--- src/rtl/kwdt_pkg.sv ---
package kwdt_pkg;
    localparam int BYTE_W = 8;
    localparam int ADDR_W = 16;
    localparam int SEL_W  = 3;

    localparam logic [BYTE_W-1:0] KEY_COUNT = 8'h5A;
    localparam logic [BYTE_W-1:0] KEY_CTRL  = 8'hA5;

    localparam logic [ADDR_W-1:0] WA_TIMER = 16'hFFA8;
    localparam logic [ADDR_W-1:0] WA_RESET = 16'hFFAA;
    localparam logic [ADDR_W-1:0] RA_CTRL  = 16'hFFA8;
    localparam logic [ADDR_W-1:0] RA_COUNT = 16'hFFA9;
    localparam logic [ADDR_W-1:0] RA_RESET = 16'hFFAB;

    typedef enum logic [1:0] {
        ST_HALT = 2'd0,
        ST_RUN  = 2'd1,
        ST_FIRE = 2'd2
    } run_state_t;

    typedef struct packed {
        logic             ovf;
        logic             wd_mode;
        logic             run_en;
        logic [SEL_W-1:0] sel;
    } ctl_t;
endpackage

--- src/rtl/kwdt_prescaler.sv ---
module kwdt_prescaler #(
    parameter int SEL_W      = 3,
    parameter int TAP_STRIDE = 2
) (
    input  logic             clk,
    input  logic             rst_n,
    input  logic [SEL_W-1:0] sel,
    output logic             tick
);
    localparam int TAPS  = 1 << SEL_W;
    localparam int PRE_W = (TAPS - 1) * TAP_STRIDE + 1;

    logic [PRE_W-1:0] pre_q;
    logic [TAPS-1:0]  tap_now;
    logic [TAPS-1:0]  tap_q;
    logic [TAPS-1:0]  rise;

    always_ff @(posedge clk) begin
        if (!rst_n) begin
            pre_q <= '0;
            tap_q <= '0;
        end else begin
            pre_q <= pre_q + PRE_W'(1);
            tap_q <= tap_now;
        end
    end

    for (genvar i = 0; i < TAPS; i++) begin : g_tap
        assign tap_now[i] = pre_q[i*TAP_STRIDE];
    end

    assign rise = tap_now & ~tap_q;
    assign tick = rise[sel];

    // a tap never yields pulses on consecutive cycles unless the select moved
    p_tick_gap_r4: assert property (@(posedge clk) disable iff (!rst_n)
        tick |=> (!tick || (sel != $past(sel))));
endmodule

--- src/rtl/kwdt_bus_port.sv ---
module kwdt_bus_port
    import kwdt_pkg::*;
(
    input  logic              clk,
    input  logic              rst_n,
    input  logic [ADDR_W-1:0] addr,
    input  logic              wr,
    input  logic              rd,
    input  logic [15:0]       wdata,
    input  logic [BYTE_W-1:0] ctl_view,
    input  logic [BYTE_W-1:0] cnt_view,
    input  logic [BYTE_W-1:0] rst_view,
    output logic              ld_cnt,
    output logic              ld_ctl,
    output logic              clr_rflag,
    output logic [BYTE_W-1:0] wr_byte,
    output logic [BYTE_W-1:0] rdata
);
    logic [BYTE_W-1:0] key;

    assign key       = wdata[15:8];
    assign wr_byte   = wdata[7:0];
    assign ld_cnt    = wr && (addr == WA_TIMER) && (key == KEY_COUNT);
    assign ld_ctl    = wr && (addr == WA_TIMER) && (key == KEY_CTRL);
    assign clr_rflag = wr && (addr == WA_RESET) && (key == KEY_COUNT) && !wdata[7];

    always_ff @(posedge clk) begin
        if (!rst_n) begin
            rdata <= '0;
        end else if (rd) begin
            unique case (addr)
                RA_CTRL:  rdata <= ctl_view;
                RA_COUNT: rdata <= cnt_view;
                RA_RESET: rdata <= rst_view;
                default:  rdata <= '0;
            endcase
        end
    end

    // at most one keyed action per bus cycle
    p_one_strobe_r3: assert property (@(posedge clk) disable iff (!rst_n)
        $onehot0({ld_cnt, ld_ctl, clr_rflag}));
    // no strobe fires without a write
    p_no_strobe_idle_r10: assert property (@(posedge clk) disable iff (!rst_n)
        !wr |-> !(ld_cnt || ld_ctl || clr_rflag));
endmodule

--- src/rtl/kwdt_core.sv ---
module kwdt_core
    import kwdt_pkg::*;
(
    input  logic              clk,
    input  logic              rst_n,
    input  logic              tick,
    input  logic              ld_cnt,
    input  logic              ld_ctl,
    input  logic              clr_rflag,
    input  logic [BYTE_W-1:0] wr_byte,
    output logic [SEL_W-1:0]  sel,
    output logic [BYTE_W-1:0] ctl_view,
    output logic [BYTE_W-1:0] cnt_view,
    output logic [BYTE_W-1:0] rst_view,
    output logic              ovf_flag,
    output logic              rst_req
);
    localparam logic [BYTE_W-1:0] CNT_TOP = {BYTE_W{1'b1}};

    run_state_t        state_q, state_d;
    ctl_t              ctl_q;
    logic [BYTE_W-1:0] cnt_q;
    logic              rflag_q;
    logic              counting;
    logic              wrap;
    logic              wd_wrap;
    logic              unused_bits;

    assign unused_bits = ^wr_byte[4:3];
    assign counting    = (state_q != ST_HALT) && ctl_q.run_en;
    assign wrap        = counting && tick && !ld_cnt && (cnt_q == CNT_TOP);
    assign wd_wrap     = wrap && ctl_q.wd_mode;

    // state register
    always_ff @(posedge clk) begin
        if (!rst_n) state_q <= ST_HALT;
        else        state_q <= state_d;
    end

    // next-state logic
    always_comb begin
        state_d = state_q;
        unique case (state_q)
            ST_HALT: if (ctl_q.run_en) state_d = ST_RUN;
            ST_RUN: begin
                if (!ctl_q.run_en)  state_d = ST_HALT;
                else if (wd_wrap)   state_d = ST_FIRE;
            end
            ST_FIRE: state_d = ctl_q.run_en ? ST_RUN : ST_HALT;
            default: state_d = ST_HALT;
        endcase
    end

    // outputs
    always_comb begin
        rst_req  = (state_q == ST_FIRE);
        ovf_flag = ctl_q.ovf;
        sel      = ctl_q.sel;
        ctl_view = {ctl_q.ovf, ctl_q.wd_mode, ctl_q.run_en, 2'b11, ctl_q.sel};
        cnt_view = cnt_q;
        rst_view = {rflag_q, 7'h3F};
    end

    // control register
    always_ff @(posedge clk) begin
        if (!rst_n) begin
            ctl_q <= '{ovf: 1'b0, wd_mode: 1'b0, run_en: 1'b0, sel: '0};
        end else begin
            if (ld_ctl) begin
                ctl_q.wd_mode <= wr_byte[6];
                ctl_q.run_en  <= wr_byte[5];
                ctl_q.sel     <= wr_byte[SEL_W-1:0];
            end
            if (wrap)                        ctl_q.ovf <= 1'b1;
            else if (ld_ctl && !wr_byte[7])  ctl_q.ovf <= 1'b0;
        end
    end

    // counter
    always_ff @(posedge clk) begin
        if (!rst_n)            cnt_q <= '0;
        else if (!ctl_q.run_en) cnt_q <= '0;
        else if (ld_cnt)       cnt_q <= wr_byte;
        else if (counting && tick) cnt_q <= cnt_q + BYTE_W'(1);
    end

    // reset-status flag
    always_ff @(posedge clk) begin
        if (!rst_n)         rflag_q <= 1'b0;
        else if (wd_wrap)   rflag_q <= 1'b1;
        else if (clr_rflag) rflag_q <= 1'b0;
    end

    // disabled timer holds a zero count
    p_halt_clears_r5: assert property (@(posedge clk) disable iff (!rst_n)
        !ctl_q.run_en |=> (cnt_q == '0));
    // a wrap leaves the overflow flag set
    p_wrap_sets_r6: assert property (@(posedge clk) disable iff (!rst_n)
        (counting && tick && !ld_cnt && cnt_q == CNT_TOP) |=> ctl_q.ovf);
    // the flag only drops through a zero write
    p_ovf_sticky_r7: assert property (@(posedge clk) disable iff (!rst_n)
        (ctl_q.ovf && !(ld_ctl && !wr_byte[7])) |=> ctl_q.ovf);
    // reset request lasts one cycle
    p_pulse_single_r8: assert property (@(posedge clk) disable iff (!rst_n)
        rst_req |=> !rst_req);
    // the request is always recorded
    p_pulse_flag_r8: assert property (@(posedge clk) disable iff (!rst_n)
        rst_req |-> rflag_q);
endmodule

--- src/rtl/keyed_watchdog.sv ---
module keyed_watchdog
    import kwdt_pkg::*;
#(
    parameter int TAP_STRIDE = 2
) (
    input  logic        clk,
    input  logic        rst_n,
    input  logic [15:0] bus_addr,
    input  logic        bus_wr,
    input  logic [15:0] bus_wdata,
    input  logic        bus_rd,
    output logic [7:0]  bus_rdata,
    output logic        ovf_flag,
    output logic        rst_req
);
    logic              tick;
    logic              ld_cnt, ld_ctl, clr_rflag;
    logic [BYTE_W-1:0] wr_byte;
    logic [SEL_W-1:0]  sel;
    logic [BYTE_W-1:0] ctl_view, cnt_view, rst_view;

    kwdt_prescaler #(
        .SEL_W      (SEL_W),
        .TAP_STRIDE (TAP_STRIDE)
    ) u_prescaler (
        .clk   (clk),
        .rst_n (rst_n),
        .sel   (sel),
        .tick  (tick)
    );

    kwdt_bus_port u_bus (
        .clk       (clk),
        .rst_n     (rst_n),
        .addr      (bus_addr),
        .wr        (bus_wr),
        .rd        (bus_rd),
        .wdata     (bus_wdata),
        .ctl_view  (ctl_view),
        .cnt_view  (cnt_view),
        .rst_view  (rst_view),
        .ld_cnt    (ld_cnt),
        .ld_ctl    (ld_ctl),
        .clr_rflag (clr_rflag),
        .wr_byte   (wr_byte),
        .rdata     (bus_rdata)
    );

    kwdt_core u_core (
        .clk       (clk),
        .rst_n     (rst_n),
        .tick      (tick),
        .ld_cnt    (ld_cnt),
        .ld_ctl    (ld_ctl),
        .clr_rflag (clr_rflag),
        .wr_byte   (wr_byte),
        .sel       (sel),
        .ctl_view  (ctl_view),
        .cnt_view  (cnt_view),
        .rst_view  (rst_view),
        .ovf_flag  (ovf_flag),
        .rst_req   (rst_req)
    );
endmodule

--- config.mk ---
export PLATFORM = sky130hd
export DESIGN_NAME = keyed_watchdog
export DESIGN_NICKNAME = d
export VERILOG_FILES = /design/src/rtl/kwdt_pkg.sv /design/src/rtl/kwdt_prescaler.sv /design/src/rtl/kwdt_bus_port.sv /design/src/rtl/kwdt_core.sv /design/src/rtl/keyed_watchdog.sv
export SDC_FILE = /design/constraint.sdc
export NUM_CORES = 1
export LEC_CHECK = 0
export BUFFER_PORTS_ARGS = -buffer_cell sky130_fd_sc_hd__buf_4
export CORE_MARGIN = 2
export CORE_UTILIZATION = 40
export CTS_CLUSTER_DIAMETER = 200
export DETAILED_ROUTE_END_ITERATION = 6
export SLEW_MARGIN = 20
export SYNTH_ARGS = -nofsm -noshare
export SYNTH_HDL_FRONTEND = slang
export SYNTH_SLANG_ARGS = --single-unit
--- constraint.sdc ---
create_clock -name clk -period 3 [get_ports clk]
set_input_delay 0.3 -clock clk [delete_from_list [all_inputs] [get_ports clk]]
set_output_delay 0.3 -clock clk [all_outputs]
set_load 0.05 [all_outputs]
======== Yosys cells after proc, flatten, opt, wreduce, memory -nomap -nowiden ========
Index checks and enable logic that the tools add are counted.
storage, ports and cells
  register bits after elaboration ......... 48
  bits of input ports ..................... 36
operators by class
  $lt $le $gt $ge ......................... 1
  $add $sub $neg .......................... 2
  multiplexer cells ....................... 14
  reductions and logical operators ........ 21
  equality and inequality tests ........... 11
  bitwise operators ....................... 2
operators by type and width
  operator               number
  $eq 16x16->1 const B   4
  $pmux 8 s3             1
  $eq 8x8->1 const B     2
  $mux 8                 2
  $add 15x1->15 const B  1
  $logic_and 1x1->1      12
  $add 8x1->8 const B    1
  $and 8x8->8            1
  $eq 8x7->1 const B     1
  $not 8->8              1
  $reduce_bool 2->1      4
  $mux 1                 6
  $mux 2                 3
  $pmux 2 s3             1
  $lt 3x4->1 const B     1
  $reduce_and 2->1       2
  $bmux 1 s3             1
  $ne 3x3->1 const B     1
  $eq 2x1->1 const B     1
  $eq 2x2->1 const B     1
  $logic_not 1->1        2
  $logic_not 2->1        1
  $ne 2x1->1 const B     1

======== Longest topological paths before layout ========
Gate-level depths: netlist (run 1).
  depth after elaboration ................. 11
  mapped depth ............................ 7
  mapped depth without buffers ............ 7

======== Hierarchy ========
Synthesis (run 1) repeated with hierarchy kept, for this count alone.
unflattened totals
  cells, all modules ...................... 286
  area, all modules ....................... 2622.5 um2
by module, submodules not included
  module          area each (um2)  times used  cells an instance
  kwdt_core       999.7            1           112
  kwdt_prescaler  979.7            1           102
  kwdt_bus_port   643.1            1           72

======== Worst setup path before layout (run 1) ========
No wires, ideal clock.
  kind .................................... input to register
  from .................................... input port bus_addr[4]
  to ...................................... register u_core.cnt_q[6] (netlist: u_core.cnt_view[6])
  data arrival time ....................... 1.698 ns
  setup time .............................. 0.128 ns
  required time ........................... 2.872 ns
  path slack .............................. 1.173 ns
  buffers on the path ..................... 1
  cell stages on the path ................. 7
  cells stage by stage .................... nand4bb_1 -> nor4_4 -> and2b_1 -> nand3_2 -> buf_2 -> nor2_1 -> a211oi_2
on the way
  longest elaborated chain between the ends .. 4
RTL lines
  what                                                line                 RTL
  start, declared                                     keyed_watchdog.sv:8  input logic [15:0] bus_addr,
  $eq 16x16->1 *                                      kwdt_bus_port.sv:23  assign ld_cnt = wr && (addr == WA_TIMER) && (key == KEY_COUNT);
  $logic_and 1x1->1 * (2 in a row)                    kwdt_bus_port.sv:23
  $mux 8 / $reduce_bool 2->1 (equally long branches)  n/a
  end signal, assigned                                kwdt_core.sv:83      else if (ld_cnt) cnt_q <= wr_byte;
  end signal, assigned                                kwdt_core.sv:84      else if (counting && tick) cnt_q <= cnt_q + BYTE_W'(1);
  end, declared                                       kwdt_core.sv:22      logic [BYTE_W-1:0] cnt_q;
Every way passes the cells marked *; elsewhere a longest branch is shown, timed or not.
A chain may end at the register's enable or synchronous reset.

======== Worst setup path in the final report (run 1) ========
  from .................................... register u_prescaler.pre_q[14]
  to ...................................... register u_core.cnt_q[7] (netlist: u_core.cnt_view[7])
on the way
  longest elaborated chain between the ends .. 5
RTL lines
  what                          line                  RTL
  start, declared               kwdt_prescaler.sv:13  logic [PRE_W-1:0] pre_q;
  start signal, assigned        kwdt_prescaler.sv:23  pre_q <= pre_q + PRE_W'(1);
  $and 8x8->8                   kwdt_prescaler.sv:32  assign rise = tap_now & ~tap_q;
  $bmux 1 s3                    kwdt_prescaler.sv:33  assign tick = rise[sel];
  $mux 1 (not written as such)  kwdt_prescaler.sv:33
  $logic_and 1x1->1             kwdt_core.sv:84
  $reduce_bool 2->1 (no line)   n/a
Every way passes these cells. The select of a mux whose other input is x is not followed.

==> results.sh, run 1 <==
export IMPL_worstHoldEndpoint="u_core.sel[2]"
export IMPL_io_pins=46
export IMPL_cp_start_kind="flop"
export IMPL_antenna_found_initial=0
export IMPL_rsz0062_at_grt="no"
export IMPL_critical_path_class="reg -> reg"
export IMPL_arrival_ns=2.17
export IMPL_die_h_um=80.3
export IMPL_end_kind="flop"
export IMPL_tritoncts="built"
export IMPL_required_ns=3.22
export IMPL_drc=0
export IMPL_cts_made_buffers=5
export IMPL_synth_edf_count=0
export IMPL_synth_seq_area_share=0.413
export IMPL_syn_avg_cell_area_sq_um=9.39
export IMPL_cts_buffer_depth=2
export IMPL_cts_sinks=48
export IMPL_place_inst=357
export IMPL_postCtsHoldBufs=0
export IMPL_num_antenna_cells=0
export IMPL_core_area_sq_mm=0.00557
export IMPL_grt_pass1_wl_um=7770
export IMPL_numPortBuffers=45
export IMPL_dp_hpwl_um=3490
export IMPL_max_slew_margin_rel=0.576
export IMPL_max_freq_ghz=0.511
export IMPL_fin_setup_tns_ns=0
export IMPL_synth_cell_types=45
export IMPL_finClkSkew_ns=0.00233
export IMPL_setup_violations=0
export IMPL_ctsHtreeMaxLevel=2
export IMPL_cts_root_buf="clkbuf_8"
export IMPL_powerDensity_mw_per_mm2=441
export IMPL_reg2reg_depth=6
export IMPL_cts_resized=0
export IMPL_nets=330
export IMPL_fillers=564
export IMPL_period_needed_ns=1.96
export IMPL_maxCapViolCount=0
export IMPL_synth_seq_cells=48
export IMPL_routed_via_density=5.05
export IMPL_synthTopCellsByArea="dfxtp_1 (41%), and2_1 (5.4%), nand2b_1 (4.3%)"
export IMPL_first_iter_violations=117
export IMPL_hold_class="in -> reg"
export IMPL_yosysWarnings=0
export IMPL_worstPathMaxFanout=8
export IMPL_drv_slew=0
export IMPL_die_w_um=80.3
export IMPL_worstHoldStart="bus_wdata[2]"
export IMPL_synth_top_cell_by_area="dfxtp_1"
export IMPL_drive_above_1_share=0.219
export IMPL_reg2reg_setup_slack_ns=1.04
export IMPL_syn_to_final_growth_pct=22.6
export IMPL_grt_overflow_total=0
export IMPL_synthCells=248
export IMPL_synthesis_area_sq_mm=0.00233
export IMPL_grt_pass1_vias=1702
export IMPL_die_area_sq_mm=0.00645
export IMPL_cts_setup_buffers=0
export IMPL_track_usage=0.158
export IMPL_whs_path_depth=3
export IMPL_grt_max_degree=40
export IMPL_hold_violations=0
export IMPL_r2r_start="u_prescaler.pre_q[14]"
export IMPL_peakVddDrop_uv=255
export IMPL_num_rows=27
export IMPL_initial_utilization=0.418
export IMPL_finalCritPeriodShare=0.653
export IMPL_syn_nets=286
export IMPL_place_gp_congestion=0.786
export IMPL_final_core_util=0.512
export IMPL_fin_hold_ws_ns=0.275
export IMPL_timing_rr_end="u_core.cnt_view[7]"
export IMPL_synthArstFlopShare=0
export IMPL_dr_pass1_iters=4
export IMPL_routed_wl_um=4880
export IMPL_p_leak_nw=1.07
export IMPL_fin_cells=364
export IMPL_clk_latency_ns=0.30
export IMPL_tightest_slew_ns=0.628
export IMPL_wl_per_cell_um=13.4
export IMPL_yosysTopAreaCellShare=0.413
export IMPL_via_count=1837
export IMPL_path_clk_slew_ns=0.08
export IMPL_drtAntennaViolNets=0
export IMPL_synth_ff_type="dfxtp_1"
export IMPL_status="completed"
[flip-flops by register name, summed over array words and instances (netlist names)]
register           flops
u_core.sel             3
u_prescaler.pre_q     15
u_bus.rdata            8
u_core.state_q         2
u_prescaler.tap_q      8
u_core.cnt_view        8
u_core.ctl_view        2
u_core.ovf_flag        1
u_core.rflag_q         1
[how the worst max path moves through the flow]
stage                                from                 end  cells after the start
floorplan                     bus_addr[4]  u_core.cnt_view[6]                      7
global placement              bus_addr[4]  u_core.cnt_view[0]                      6
detailed placement            bus_addr[4]  u_core.cnt_view[6]                      7
CTS                 u_prescaler.pre_q[14]  u_core.cnt_view[7]                      6
global route         u_prescaler.pre_q[2]  u_core.cnt_view[4]                      6
finish              u_prescaler.pre_q[14]  u_core.cnt_view[7]                      6
[cell usage after synthesis, types with 2 or more instances]
cell type,n
a21boi_0,13
nor2b_1,10
o211ai_1,2
or3_1,3
ha_1,2
nand2b_1,16
mux2i_1,8
nor4bb_1,5
xor2_1,9
nand4_1,6
dfxtp_1,48
a211oi_1,7
xnor2_1,8
o21a_1,2
mux4_2,2
nand2_1,18
and3_1,3
and2_1,20
nor2_1,10
clkbuf_1,7
nand3_1,14
o21ai_0,9
inv_1,4
[where the power goes]
group / internal (mW) / total, mW / switching (mW)
clock network: 0.328 / 0.537 / 0.209
registers: 0.641 / 0.645 / 0.00363
logic: 0.0455 / 0.0775 / 0.0319
total: 1.01 / 1.26 / 0.245
[per-layer routing]
metal / GRT usage / vias up / part of all wire
met3: 0.0404 / 9 / 0.068
li1: - / 956 / -
met1: 0.180 / 820 / 0.43
met5: 0 / - / 0
met2: 0.281 / 52 / 0.49
met4: 0.0593 / 0 / 0.017
[final cells by class]
| cell class | count | area (sq um) | share of cell area |
|---|---|---|---|
| sequential | 48 | 961 | 0.337 |
| multi-input combinational | 188 | 1320 | 0.463 |
| clock buffer | 5 | 68.8 | 0.0241 |
| clock inverter | 2 | 60.1 | 0.0210 |
| timing repair buffer | 45 | 338 | 0.118 |
| inverter | 4 | 15.0 | 0.00526 |
| tap | 72 | 90.1 | 0.0316 |
[critical path, stage by stage (launching register included)]
cell and delay (ns):
dfxtp_1 0.36, or2b_1 0.23, mux4_2 0.52, o22ai_4 0.24
nand4_1 0.15, xor2_1 0.16, a211oi_1 0.21
[stage by stage]
step	total power, mW	area, sq um	worst slack, ns
finish	1.26	2850	1.04
CTS	1.28	2850	1.02
global route	1.31	2850	0.847
global placement	0.736	2730	0.870
floorplan	0.692	2330	1.17
detailed placement	0.738	2730	0.815
[logic make-up after synthesis]
group | after synthesis | synth area share
xor gates and xnor gates | 17 | 0.0639
DFF | 48 | 0.413
and+or+nand+nor | 119 | 0.310
AOI/OAI and AO/OA | 39 | 0.124
adders and majority gates | 2 | 0.0107
buffers and inverters | 12 | 0.0199
muxes | 11 | 0.0586
[placed cells by master (no fill, tap or decap), types with 5 or more instances in the layout]
master / synthesis / routed
a211oi_1: 7 / 7
a21boi_0: 13 / 13
and2_1: 20 / 20
buf_4: 0 / 45
clkbuf_8: 0 / 5
dfxtp_1: 48 / 48
mux2i_1: 8 / 8
nand2_1: 18 / 18
nand2b_1: 16 / 16
nand3_1: 14 / 14
nand4_1: 6 / 6
nor2_1: 10 / 10
nor2b_1: 10 / 10
nor4bb_1: 5 / 5
o21ai_0: 9 / 9
xnor2_1: 8 / 8
xor2_1: 9 / 9
(Power assumes the default switching activity.)
==> inputs of run 2 (changes only) <==
- ABC_AREA: unset -> 1
- clock period: 3 -> 2 ns (I/O delays scaled with it)
==> results.sh, run 2 <==
export IMPL_whs_path_depth=3
export IMPL_final_core_util=0.495
export IMPL_dp_hpwl_um=4470
export IMPL_synthCells=358
export IMPL_synthArstFlopShare=0
export IMPL_fillers=634
export IMPL_powerDensity_mw_per_mm2=558
export IMPL_clk_latency_ns=0.30
export IMPL_first_iter_violations=65
export IMPL_place_gp_congestion=0.797
export IMPL_synth_ff_type="dfxtp_1"
export IMPL_worstPathMaxFanout=5
export IMPL_routed_wl_um=5720
export IMPL_largest_reg_flops=15
export IMPL_rsz0062_at_grt="no"
export IMPL_num_rows=28
export IMPL_setup_violations=0
export IMPL_routed_via_density=4.84
export IMPL_syn_nets=396
export IMPL_cp_endpoint="u_prescaler.pre_q[14]"
export IMPL_timing_rr_end="u_prescaler.pre_q[14]"
export IMPL_numPortBuffers=45
export IMPL_cts_made_buffers=5
export IMPL_design_area_sq_mm=0.00295
export IMPL_place_ws_ns=0.265
export IMPL_die_h_um=82.6
export IMPL_num_antenna_cells=0
export IMPL_die_w_um=82.6
export IMPL_core_area_sq_mm=0.00596
export IMPL_power_frac_comb=0.073
export IMPL_hold_violations=0
export IMPL_max_slew_margin_rel=0.682
export IMPL_period_needed_ns=1.74
export IMPL_drc=0
export IMPL_synth_seq_cells=48
export IMPL_cts_resized=0
export IMPL_postCtsHoldBufs=0
export IMPL_syn_avg_cell_area_sq_um=6.91
export IMPL_setup_slack_ns=0.259
export IMPL_p_sw_mw=0.386
export IMPL_max_freq_ghz=0.574
export IMPL_synth_edf_count=0
export IMPL_drv_slew=0
export IMPL_tritoncts="built"
export IMPL_yosysTopAreaCellShare=0.388
export IMPL_reg2reg_depth=10
export IMPL_nets=440
export IMPL_initial_utilization=0.415
export IMPL_p_leak_nw=1.27
export IMPL_status="completed"
export IMPL_synthTopCellsByArea="dfxtp_1 (39%), nand2_1 (15%), nand3_1 (8.1%)"
export IMPL_place_inst=470
export IMPL_hold_class="in -> reg"
export IMPL_die_area_sq_mm=0.00683
export IMPL_dr_pass1_iters=4
export IMPL_cts_root_buf="clkbuf_8"
export IMPL_peakVddDrop_uv=423
export IMPL_synth_most_common_cell="nand2_1"
export IMPL_cts_buffer_depth=2
export IMPL_grt_pass1_wl_um=9650
export IMPL_fin_setup_tns_ns=0
export IMPL_fin_hold_ws_ns=0.173
export IMPL_fin_cells=477
export IMPL_wl_per_cell_um=12.0
export IMPL_mostFrequentLayoutCells="nand2_1 (101), dfxtp_1 (48), inv_1 (45), buf_4 (45), nand3_1 (40)"
export IMPL_place_area_sq_mm=0.00286
export IMPL_ctsHtreeMaxLevel=2
export IMPL_multiInputGateArea_sq_mm=0.00130
export IMPL_via_count=2309
export IMPL_regArea_sq_um=961
export IMPL_grt_pass1_vias=2135
export IMPL_finClkSkew_ns=0.00613
export IMPL_drtAntennaViolNets=0
export IMPL_synthesis_area_sq_mm=0.00247
export IMPL_reg2reg_setup_slack_ns=0.26
export IMPL_p_clk_frac=0.339
export IMPL_finalCritPeriodShare=0.871
export IMPL_p_int_mw=1.26
export IMPL_required_ns=2.21
export IMPL_drive_above_1_share=0.172
export IMPL_grt_max_degree=28
export IMPL_track_usage=0.187
export IMPL_path_clk_slew_ns=0.09
export IMPL_critPathLaunch="u_prescaler.pre_q[0]"
export IMPL_r2r_start="u_prescaler.pre_q[0]"
export IMPL_syn_to_final_growth_pct=19.1
export IMPL_yosysWarnings=0
export IMPL_synth_cell_types=29
export IMPL_final_common_cell="nand2_1"
export IMPL_tightest_slew_ns=0.477
export IMPL_end_kind="flop"
export IMPL_arrival_ns=1.95
export IMPL_cp_start_kind="flop"
export IMPL_antenna_found_initial=0
export IMPL_cts_setup_buffers=0
export IMPL_grt_overflow_total=0
export IMPL_synth_top_cell_by_area="dfxtp_1"
export IMPL_top_register="u_prescaler.pre_q"
export IMPL_maxCapViolCount=0
export IMPL_synth_seq_area_share=0.388
export IMPL_cts_sinks=48
export IMPL_critical_path_class="reg -> reg"
export IMPL_p_sw_frac=0.235
export IMPL_io_pins=46
export IMPL_synthTopCellsByCount="nand2_1 (101), dfxtp_1 (48), inv_1 (45)"
export IMPL_power_mw=1.64
export IMPL_seqPwrFrac=0.588
==> run 2: changes by cell type after synthesis, moves of 7 or more <==
cell	before	now
nand2_1	18	101
inv_1	4	45
a21oi_1	1	35
nand3_1	14	40
and2_1	20	0
nand2b_1	16	0
nor2_1	10	24
a21boi_0	13	0
nor2b_1	10	0
mux2i_1	8	0
a211oi_1	7	0
nand4_1	6	13
==> run 2: cell type report <==
cell class                      count  area share
Multi-Input combinational cell    257       0.442
Sequential cell                    48       0.326
Timing Repair Buffer               45       0.115
Inverter                           45      0.0573
Tap cell                           75      0.0319
Clock buffer                        5      0.0234
Clock inverter                      2     0.00425
==> run 2: cell families after synthesis <==
group,Yosys count,share of synthesized area
simple gates,202,0.400
buf+inv,53,0.0850
flops,48,0.388
compound gates,47,0.0951
xor+xnor,6,0.0212
fa+ha+maj,2,0.0101
==> run 2: worst min-delay path by stage <==
| stage | start | endpoint |
|---|---|---|
| floorplan | bus_wdata[6] | u_core.ctl_view[6] |
| global placement | u_prescaler.pre_q[11] | u_prescaler.pre_q[11] |
| detailed placement | u_prescaler.pre_q[11] | u_prescaler.pre_q[11] |
| CTS | bus_wdata[5] | u_core.ctl_view[5] |
| global route | bus_rd | u_bus.rdata[6] |
| finish | bus_wdata[5] | u_core.ctl_view[5] |
==> run 2: critical path: stages, from the launching register on <==
cell     delay (ns)
dfxtp_1        0.44
ha_1           0.22
nand3_1        0.12
nor2_1         0.12
nand2_1        0.11
nor2_2         0.17
nand4_1        0.13
nor2_1         0.18
nand2_1        0.07
nand2_1        0.06
nor2_1         0.04
==> run 2: power by group through the flow <==
stage / clock network [mW] / registers (mW) / logic (mW)
2_1_floorplan: 0 / 0.988 / 0.0521
3_3_place_gp: 0 / 0.990 / 0.119
3_5_place_dp: 0 / 0.990 / 0.120
4_1_cts: 0.581 / 0.968 / 0.121
5_1_grt: 0.623 / 0.968 / 0.136
6_report: 0.557 / 0.967 / 0.119
==> run 2: routing by layer <==
| layer | vias to the layer above | global-route usage | wire [um] |
|---|---|---|---|
| met2 | 27 | 0.327 | 2760 |
| met5 | - | 0 | 0 |
| li1 | 1247 | - | - |
| met4 | 0 | 0.0508 | 83 |
| met3 | 6 | 0.0500 | 176 |
| met1 | 1029 | 0.226 | 2700 |
==> inputs of run 3 (changes only) <==
- ABC_AREA: 1 -> unset
- clock period: 2 -> 1.47 ns (I/O delays scaled with it)
==> results.sh, run 3 (synthesized netlist as in run 1, its figures left out) <==
export IMPL_fillers=531
export IMPL_fin_hold_ws_ns=0.117
export IMPL_place_gp_congestion=0.747
export IMPL_worstPathMaxFanout=8
export IMPL_r2r_start="u_prescaler.pre_q[14]"
export IMPL_cts_made_buffers=5
export IMPL_end_kind="flop"
export IMPL_grt_pass1_wl_um=8540
export IMPL_rsz0062_at_grt="yes"
export IMPL_max_slew_margin_rel=0.726
export IMPL_timing_rr_end="u_core.cnt_view[5]"
export IMPL_dp_hpwl_um=3820
export IMPL_setup_slack_ns=-0.398
export IMPL_cp_buffers_inverters=0
export IMPL_cts_root_buf="clkbuf_8"
export IMPL_critical_path_class="reg -> reg"
export IMPL_hold_class="in -> reg"
export IMPL_drtAntennaViolNets=0
export IMPL_tritoncts="built"
export IMPL_cp_start_kind="flop"
export IMPL_num_rows=27
export IMPL_worstHoldStart="bus_wdata[6]"
export IMPL_cts_buffer_depth=2
export IMPL_reg2reg_depth=6
export IMPL_die_area_sq_mm=0.00645
export IMPL_num_antenna_cells=0
export IMPL_io_pins=46
export IMPL_postCtsHoldBufs=0
export IMPL_status="finished with violations"
export IMPL_reg2reg_setup_slack_ns=-0.40
export IMPL_antenna_found_initial=0
export IMPL_slowest_stage="mux4_2"
export IMPL_drc=0
export IMPL_violations="setup timing"
export IMPL_core_area_sq_mm=0.00557
export IMPL_whs_path_depth=3
export IMPL_mostFrequentLayoutCells="buf_4 (75), dfxtp_1 (46), and2_1 (18), nand2_1 (17), nand2b_1 (16)"
export IMPL_period_needed_ns=1.87
export IMPL_die_h_um=80.3
export IMPL_wl_per_cell_um=13.3
export IMPL_drv_slew=0
export IMPL_routed_wl_um=5380
export IMPL_track_usage=0.171
export IMPL_finClkSkew_ns=0.00316
export IMPL_place_ws_ns=-0.427
export IMPL_numPortBuffers=45
export IMPL_dr_pass1_iters=4
export IMPL_syn_to_final_growth_pct=42.0
export IMPL_die_w_um=80.3
export IMPL_cts_sinks=48
export IMPL_drive_above_1_share=0.366
export IMPL_maxCapViolCount=0
export IMPL_peakVddDrop_uv=412
export IMPL_hold_violations=0
export IMPL_setup_violations=15
export IMPL_grt_pass1_vias=1992
export IMPL_largest_reg_flops=15
export IMPL_powerDensity_mw_per_mm2=736
export IMPL_grt_max_degree=39
export IMPL_cpPeakStageDelay_ns=0.52
export IMPL_power_mw=2.44
export IMPL_arrival_ns=2.07
export IMPL_final_common_cell="buf_4"
export IMPL_clk_latency_ns=0.29
export IMPL_first_iter_violations=57
export IMPL_finalCritPeriodShare=1.27
export IMPL_ctsHtreeMaxLevel=2
export IMPL_path_clk_slew_ns=0.08
export IMPL_via_count=2022
export IMPL_tightest_slew_ns=0.410
export IMPL_crit_path_cell_trace="or2b_1 -> mux4_2 -> o22ai_4 -> nand2_1 -> xor2_1 -> a211oi_1"
export IMPL_max_freq_ghz=0.535
export IMPL_p_leak_nw=1.32
export IMPL_routed_via_density=4.99
export IMPL_initial_utilization=0.418
export IMPL_grt_overflow_total=0
export IMPL_crit_family="multiplexers"
export IMPL_required_ns=1.67
export IMPL_worstHoldEndpoint="u_core.ctl_view[6]"
export IMPL_nets=370
export IMPL_top_register="u_prescaler.pre_q"
==> run 3: power by group <==
part / internal (mW) / leakage [nW] / switching, mW
Combinational: 0.118 / 0.872 / 0.0809
Sequential: 1.31 / 0.388 / 0.00729
Clock: 0.505 / 0.0552 / 0.416
==> run 3: worst max-delay path by stage <==
| stage | start | endpoint | cells after the start | slack, ns |
|---|---|---|---|---|
| global route | u_prescaler.pre_q[14] | u_core.cnt_view[7] | 6 | -0.50 |
| floorplan | u_prescaler.pre_q[14] | u_core.cnt_view[7] | 6 | -0.31 |
| detailed placement | u_prescaler.pre_q[14] | u_core.cnt_view[3] | 6 | -0.43 |
| global placement | u_prescaler.pre_q[14] | u_core.cnt_view[7] | 6 | -0.38 |
| finish | u_prescaler.pre_q[14] | u_core.cnt_view[5] | 6 | -0.40 |
| CTS | u_prescaler.pre_q[14] | u_core.cnt_view[5] | 6 | -0.39 |
==> run 3: final cells by class <==
cell class / instances / area (sq um) / area share
Clock inverter: 2 / 35.0 / 0.0106
Multi-Input combinational cell: 188 / 1450 / 0.437
Clock buffer: 6 / 72.6 / 0.0219
Inverter: 4 / 15.0 / 0.00454
Tap cell: 72 / 90.1 / 0.0272
Sequential cell: 48 / 963 / 0.291
Timing Repair Buffer: 85 / 684 / 0.207
==> run 3: metal layers <==
metal,share of wire,vias to the layer above,track usage
li1,-,1033,-
met1,0.43,929,0.188
met2,0.49,45,0.314
met3,0.053,15,0.0404
met4,0.029,0,0.0644
met5,0,-,0
==> run 3: through the flow <==
stage	area, sq um	setup TNS, ns	utilization	cells
3_3_place_gp	3030	-5.46	0.543	392
2_1_floorplan	2350	-2.98	-	248
3_5_place_dp	3030	-5.69	0.543	392
4_1_cts	3170	-3.81	0.569	402
5_1_grt	3310	-5.93	0.593	405
6_report	3310	-4.06	0.593	405
==> run 3: repair_timing <==
action	4_1_cts	5_1_grt
pin swaps	11	11
buffers inserted	2	5
setup endpoints to repair	18	25
resized for setup	5	27
==> run 3: worst register-to-register path, cell delays in order (launching register included) <==
cell,delay [ns]
dfxtp_2,0.33
or2b_1,0.21
mux4_2,0.52
o22ai_4,0.23
nand2_1,0.11
xor2_1,0.16
a211oi_1,0.23
